[config.mk]
export PLATFORM = sky130hd
export DESIGN_NAME = usb_host_pwr_ctrl
export DESIGN_NICKNAME = d
export VERILOG_FILES = /design/src/rtl/usb_pwr_pkg.sv /design/src/rtl/usb_pwr_regs.sv /design/src/rtl/usb_pwr_fsm.sv /design/src/rtl/usb_pwr_out.sv /design/src/rtl/usb_host_pwr_ctrl.sv
export SDC_FILE = /design/constraint.sdc
export NUM_CORES = 1
export LEC_CHECK = 0
export CAP_MARGIN = 20
export CORE_ASPECT_RATIO = 0.8
export CORE_UTILIZATION = 35
export CTS_BUF_LIST = sky130_fd_sc_hd__clkbuf_4 sky130_fd_sc_hd__clkbuf_8 sky130_fd_sc_hd__clkbuf_16
export CTS_CLUSTER_DIAMETER = 50
export CTS_CLUSTER_SIZE = 10
export DETAILED_ROUTE_END_ITERATION = 8
export DONT_BUFFER_PORTS = 1
export HOLD_SLACK_MARGIN = 0.15
export PLACE_DENSITY = 0.47
export SYNTH_ARGS = -nofsm -noshare
export SYNTH_HDL_FRONTEND = slang
export SYNTH_SLANG_ARGS = --single-unit
[constraint.sdc]
create_clock -name clk -period 1.55 [get_ports clk]
set_input_delay 0.155 -clock clk [delete_from_list [all_inputs] [get_ports clk]]
set_output_delay 0.155 -clock clk [all_outputs]
set_load 0.05 [all_outputs]
[src/rtl/usb_pwr_pkg.sv]
package usb_pwr_pkg;
  localparam int CTRL_W = 6;

  localparam int B_PHYLP  = 0;
  localparam int B_SUSP   = 1;
  localparam int B_RESUME = 2;
  localparam int B_RESET  = 3;
  localparam int B_HSMODE = 4;
  localparam int B_HSEN   = 5;

  localparam int A_CTRL     = 0;
  localparam int A_IRQ_STAT = 1;
  localparam int A_IRQ_EN   = 2;

  typedef enum logic [1:0] {
    PS_RUN   = 2'd0,
    PS_DRAIN = 2'd1,
    PS_SUSP  = 2'd2
  } pwr_state_e;

  // packed MSB first so the struct matches the register bit layout
  typedef struct packed {
    logic hs_en;
    logic hs_mode;
    logic reset;
    logic resume;
    logic susp;
    logic phy_lp;
  } ctrl_t;
endpackage

[src/rtl/usb_pwr_regs.sv]
module usb_pwr_regs
  import usb_pwr_pkg::*;
#(
  parameter int DATA_W = 8,
  parameter int ADDR_W = 2
) (
  input  logic              clk,
  input  logic              rst,
  input  logic              wr_en,
  input  logic              rd_en,
  input  logic [ADDR_W-1:0] addr,
  input  logic [DATA_W-1:0] wdata,
  output logic [DATA_W-1:0] rdata,
  input  logic              wake,
  input  logic              chirp_ok,
  output ctrl_t             ctrl,
  output logic              irq_stat,
  output logic              irq_en
);
  generate
    if (DATA_W < CTRL_W) begin : g_bad_width
      $error("DATA_W must hold the control register");
    end
  endgenerate

  logic unused_wdata;
  assign unused_wdata = ^wdata[DATA_W-1:CTRL_W];

  logic  sel_ctrl, sel_stat, sel_en;
  logic  wr_ctrl, rd_stat;
  ctrl_t ctrl_nxt;
  logic  stat_nxt;
  logic [DATA_W-1:0] rd_mux;

  assign sel_ctrl = (addr == ADDR_W'(A_CTRL));
  assign sel_stat = (addr == ADDR_W'(A_IRQ_STAT));
  assign sel_en   = (addr == ADDR_W'(A_IRQ_EN));
  assign wr_ctrl  = wr_en && sel_ctrl;
  assign rd_stat  = rd_en && sel_stat;

  always_comb begin
    ctrl_nxt = ctrl;
    if (wr_ctrl) begin
      ctrl_nxt.phy_lp = wdata[B_PHYLP];
      ctrl_nxt.susp   = wdata[B_SUSP];
      ctrl_nxt.resume = wdata[B_RESUME];
      ctrl_nxt.reset  = wdata[B_RESET];
      ctrl_nxt.hs_en  = wdata[B_HSEN];
    end
    if (wake) begin
      ctrl_nxt.resume = 1'b1;
      ctrl_nxt.susp   = 1'b0;
    end
    if (ctrl_nxt.reset) begin
      ctrl_nxt.susp   = 1'b0;
      ctrl_nxt.resume = 1'b0;
    end
    if (wr_ctrl && wdata[B_RESET] && !ctrl.reset)
      ctrl_nxt.hs_mode = 1'b0;
    else if (ctrl.reset && ctrl.hs_en && chirp_ok)
      ctrl_nxt.hs_mode = 1'b1;
  end

  always_comb begin
    if (wake)         stat_nxt = 1'b1;
    else if (rd_stat) stat_nxt = 1'b0;
    else              stat_nxt = irq_stat;
  end

  always_comb begin
    rd_mux = '0;
    if (sel_ctrl)      rd_mux = DATA_W'(ctrl);
    else if (sel_stat) rd_mux = DATA_W'(irq_stat);
    else if (sel_en)   rd_mux = DATA_W'(irq_en);
  end

  always_ff @(posedge clk) begin
    if (rst) begin
      ctrl     <= '0;
      irq_stat <= 1'b0;
      irq_en   <= 1'b0;
      rdata    <= '0;
    end else begin
      ctrl     <= ctrl_nxt;
      irq_stat <= stat_nxt;
      if (wr_en && sel_en) irq_en <= wdata[0];
      if (rd_en) rdata <= rd_mux;
    end
  end

  // reset bit excludes suspend and resume
  assert_reset_cancel_R8: assert property (@(posedge clk) disable iff (rst)
    ctrl.reset |-> (!ctrl.susp && !ctrl.resume));

  // a fresh reset starts with the speed status clear
  assert_hs_clear_R10: assert property (@(posedge clk) disable iff (rst)
    $rose(ctrl.reset) |-> !ctrl.hs_mode);

  // status holds until read
  assert_irq_sticky_R7: assert property (@(posedge clk) disable iff (rst)
    (irq_stat && !rd_stat) |=> irq_stat);
endmodule

[src/rtl/usb_pwr_fsm.sv]
module usb_pwr_fsm
  import usb_pwr_pkg::*;
(
  input  logic       clk,
  input  logic       rst,
  input  ctrl_t      ctrl,
  input  logic       xfer_busy,
  input  logic       phy_resume_det,
  output pwr_state_e state,
  output logic       wake
);
  pwr_state_e nxt;

  assign wake = (state == PS_SUSP) && phy_resume_det && !ctrl.reset;

  always_comb begin
    nxt = state;
    case (state)
      PS_RUN: begin
        if (ctrl.susp && !ctrl.reset)
          nxt = xfer_busy ? PS_DRAIN : PS_SUSP;
      end
      PS_DRAIN: begin
        if (!ctrl.susp || ctrl.reset) nxt = PS_RUN;
        else if (!xfer_busy)          nxt = PS_SUSP;
      end
      PS_SUSP: begin
        if (wake || !ctrl.susp || ctrl.reset) nxt = PS_RUN;
      end
      default: nxt = PS_RUN;
    endcase
  end

  always_ff @(posedge clk) begin
    if (rst) state <= PS_RUN;
    else     state <= nxt;
  end

  // a busy bus never lets suspend be entered
  assert_no_susp_busy_R3: assert property (@(posedge clk) disable iff (rst)
    (state != PS_SUSP && xfer_busy) |=> (state != PS_SUSP));

  // wake-up always returns to running
  assert_wake_exit_R6: assert property (@(posedge clk) disable iff (rst)
    wake |=> (state == PS_RUN));
endmodule

[src/rtl/usb_pwr_out.sv]
module usb_pwr_out
  import usb_pwr_pkg::*;
(
  input  logic       clk,
  input  logic       rst,
  input  pwr_state_e state,
  input  ctrl_t      ctrl,
  input  logic       irq_stat,
  input  logic       irq_en,
  output logic       sched_en,
  output logic       sof_en,
  output logic       phy_suspend,
  output logic       drive_resume,
  output logic       drive_reset,
  output logic       irq
);
  logic run_ok;

  assign run_ok = (state == PS_RUN) && !ctrl.susp && !ctrl.resume && !ctrl.reset;

  always_ff @(posedge clk) begin
    if (rst) begin
      sched_en     <= 1'b0;
      sof_en       <= 1'b0;
      phy_suspend  <= 1'b0;
      drive_resume <= 1'b0;
      drive_reset  <= 1'b0;
      irq          <= 1'b0;
    end else begin
      sched_en     <= run_ok;
      sof_en       <= run_ok;
      phy_suspend  <= (state == PS_SUSP) && ctrl.phy_lp;
      drive_resume <= ctrl.resume;
      drive_reset  <= ctrl.reset;
      irq          <= irq_stat && irq_en;
    end
  end

  // never drive reset and resume together
  assert_drive_excl_R8: assert property (@(posedge clk) disable iff (rst)
    !(drive_reset && drive_resume));

  // interrupt only with its enable
  assert_irq_gate_R7: assert property (@(posedge clk) disable iff (rst)
    irq |-> $past(irq_en));
endmodule

[src/rtl/usb_host_pwr_ctrl.sv]
module usb_host_pwr_ctrl
  import usb_pwr_pkg::*;
#(
  parameter int DATA_W = 8,
  parameter int ADDR_W = 2
) (
  input  logic              clk,
  input  logic              rst,
  input  logic              reg_wr,
  input  logic              reg_rd,
  input  logic [ADDR_W-1:0] reg_addr,
  input  logic [DATA_W-1:0] reg_wdata,
  output logic [DATA_W-1:0] reg_rdata,
  input  logic              xfer_busy,
  input  logic              phy_resume_det,
  input  logic              chirp_ok,
  output logic              sched_en,
  output logic              sof_en,
  output logic              phy_suspend,
  output logic              drive_resume,
  output logic              drive_reset,
  output logic              irq
);
  ctrl_t      ctrl;
  pwr_state_e state;
  logic       wake;
  logic       irq_stat, irq_en;

  usb_pwr_regs #(.DATA_W(DATA_W), .ADDR_W(ADDR_W)) u_regs (
    .clk(clk), .rst(rst),
    .wr_en(reg_wr), .rd_en(reg_rd), .addr(reg_addr),
    .wdata(reg_wdata), .rdata(reg_rdata),
    .wake(wake), .chirp_ok(chirp_ok),
    .ctrl(ctrl), .irq_stat(irq_stat), .irq_en(irq_en)
  );

  usb_pwr_fsm u_fsm (
    .clk(clk), .rst(rst), .ctrl(ctrl),
    .xfer_busy(xfer_busy), .phy_resume_det(phy_resume_det),
    .state(state), .wake(wake)
  );

  usb_pwr_out u_out (
    .clk(clk), .rst(rst), .state(state), .ctrl(ctrl),
    .irq_stat(irq_stat), .irq_en(irq_en),
    .sched_en(sched_en), .sof_en(sof_en), .phy_suspend(phy_suspend),
    .drive_resume(drive_resume), .drive_reset(drive_reset), .irq(irq)
  );

  logic wr_ctrl;
  assign wr_ctrl = reg_wr && (reg_addr == ADDR_W'(A_CTRL));

  // a set suspend bit stops the scheduler next cycle
  assert_sched_off_susp_R2: assert property (@(posedge clk) disable iff (rst)
    ctrl.susp |=> !sched_en);

  // PHY low power needs its enable
  assert_phy_gate_R4: assert property (@(posedge clk) disable iff (rst)
    !ctrl.phy_lp |=> !phy_suspend);

  // wake-up hands resume drive to the block
  assert_wake_resume_R6: assert property (@(posedge clk) disable iff (rst)
    (wake && !wr_ctrl) |=> (ctrl.resume && !ctrl.susp));
endmodule

==> metrics.txt <==
result of the run finished, violations left; violated checks DRC; area grow syn2layout 25.9%; antenna viol nets, final 0; DP HPWL about 1100 um; startpoint types input pin; RSZ-0062 raised after global routing false; Skew-Pair Late Insertion Delay roughly 310 ps; Max FO, Critical Path 4; CTS Buffer Depth 2; Setup TNS Final 0 ps; routed vias/inst slightly above 5; top layer in use met4; placed cell area 863 um^2; YS warnings 0; ys flop type dfxtp_1; number of remaining DRC errors 6; Die W 56.7 um; first-pass GRT wire length just under 3000 um; power density over the cells ~900 nW/um^2; FMAX between 0.6 and 0.7 GHz; Final min period 1460 ps; Worst EP arrival approximately 1600 ps; IO buf count 0; Synth cell types 28; max_slew headroom about 58%; Worst Path Required between 1500 and 2000 ps; crit end category flip-flop; Clock transition at path regs ~120 ps; ys async rst share 0%; final clock skew about 10 ps; number of synthesized flops with an enable pin 0; Synth Register Bits 21; DIE AREA 2590 um^2; Slew Limit Fails 0; WL/cell around 13 um; initial antenna violation count 0; share of cells above drive strength 1 between 10% and 20%; GPL Wtd Cong around 0.67; Placeable Area ~2200 um^2; sequential area share after synthesis about half; WL met1 between 800 and 900 um; R2R setup slack between 200 and 300 ps; Fin Hold WS 183 ps; Num CTS Buffers 3; max cap viols 0; Setup WS post-layout a little under 90 ps; kind of critical path in2reg; Nets ~120; root buf cell clkbuf_4; H-tree Lvls 1; Overflow after GRT 0; DR vias 666; Fillers roughly 230; vias in the first global route approximately 640; Met2 Routed Length slightly below 800 um; Initial Util 37.8%; Finished Cell Area roughly 1100 um^2; DP Worst Slack 523 ps; diode count 0; Synth Instances 87; Final setup viols 0; mean post-synth cell area about 9.6 um^2; routed wl met3 about 120 um; CTS tree done; Routed WL around 1800 um; maximum vdd drop roughly 0.58 mV; Hold Path Class in2reg; die height 45.7 um; Leakage about 0.41 nW; largest net degree at the start of global routing 18; TritonRoute pass-1 iters 6; worst-margin pin slew ~620 ps; final hold viol count 0; Tcrit/Tclk final 94.3%; Clock Sinks 21; post-synthesis cell area about 840 um^2; Starting DRT DRC Count 22; IO Pins 31; GR Util All Layers between 10% and 20%; Cell Rows 15
==> cell usage after synthesis (all sizes together), types with 2 or more instances <==
cell type	n	area, um^2
buf	6	42.5
nand3	4	20.0
a21oi	7	35.0
nand3b	3	22.5
nand2b	6	40.0
mux2i	7	70.1
nor3b	2	20.0
nor2b	2	12.5
a31oi	2	12.5
nor2	13	48.8
nor3	3	20.0
dfxtp	21	420
nand2	2	7.51
==> registers in the layout, indices dropped and copies added (netlist names) <==
name and count:
u_regs.irq_en 1, u_regs.irq_stat 1, u_out.drive_resume 1, u_out.phy_suspend 1, u_out.irq 1, u_regs.ctrl 6
u_regs.rdata 6, u_out.drive_reset 1, u_fsm.state 2, u_out.sched_en 1
==> worst max-delay path, cell delays in order <==
cell	delay, ps
dlygate4sd3_1	580
nand3b_1	100
dlygate4sd3_1	580
mux2i_1	180
nor2_1	50
==> area by class of cell <==
class	instances	area [um^2]	share of cell area [%]
sequential	21	420	39.9
inverter	1	3.75	0.356
tap	25	31.3	2.97
timing repair buffer	21	200	19.0
clock buffer	3	22.5	2.14
multi-input combinational	59	370	35.2
clock inverter	1	5.00	0.475
==> kinds of logic (layout without fill, tap and decap cells) <==
family	Yosys count	count (layout)	share of synthesized area [%]
flip-flops	21	21	50.2
buffers and inverters	8	26	5.98
other	1	2	0.448
AO/OA/AOI/OAI	12	12	8.67
multiplexers	7	7	8.37
AND/OR/NAND/NOR	38	38	26.3
==> cells in the final DEF (no fill, tap or decap), types with 2 or more instances in the layout <==
master         count
dfxtp_1           21
dlygate4sd3_1     15
nor2_1            13
mux2i_1            7
a21oi_1            7
nand2b_1           5
buf_4              5
nand3_1            4
nand3b_1           3
clkbuf_4           3
nand2_1            2
nor2b_1            2
a31oi_1            2
nor3_1             2
conb_1             2
==> final timing paths <==
kind,from,to,cells past startpoint
worst max-delay path,reg_addr[1],u_regs.irq_en,5
worst max register to register,u_regs.ctrl[1],u_regs.rdata[1],3
worst min-delay path,rst,u_regs.ctrl[2],3
worst min register to register,u_regs.irq_en,u_out.irq,2
==> metal layers <==
metal / up-vias / GRT usage, %
li1: 335 / -
met1: 308 / 18.7
met2: 21 / 25.7
met3: 2 / 6.82
met4: 0 / 4.50
met5: - / 0
==> through the flow <==
stage               power, W  instances  utilization (%)
CTS                 0.000969        131             47.5
floorplan           0.000661         88                -
detailed placement  0.000655        111             39.0
global route         0.00100        131             47.6
global placement    0.000654        111             39.0
finish              0.000952        131             47.6
==> power breakdown <==
part           internal [W]  switching, W
Clock             0.0000963      0.000170
Sequential         0.000551     0.0000173
Combinational     0.0000506     0.0000668
==> what timing repair did <==
action / CTS / global route
buffers inserted: 0 / 0
hold buffers: 16 / 0
setup endpoints to repair: 0 / 1
resized for setup: 0 / 1
endpoints found under the hold margin: 21 / 0
Power figures use the tool's default switching activity.
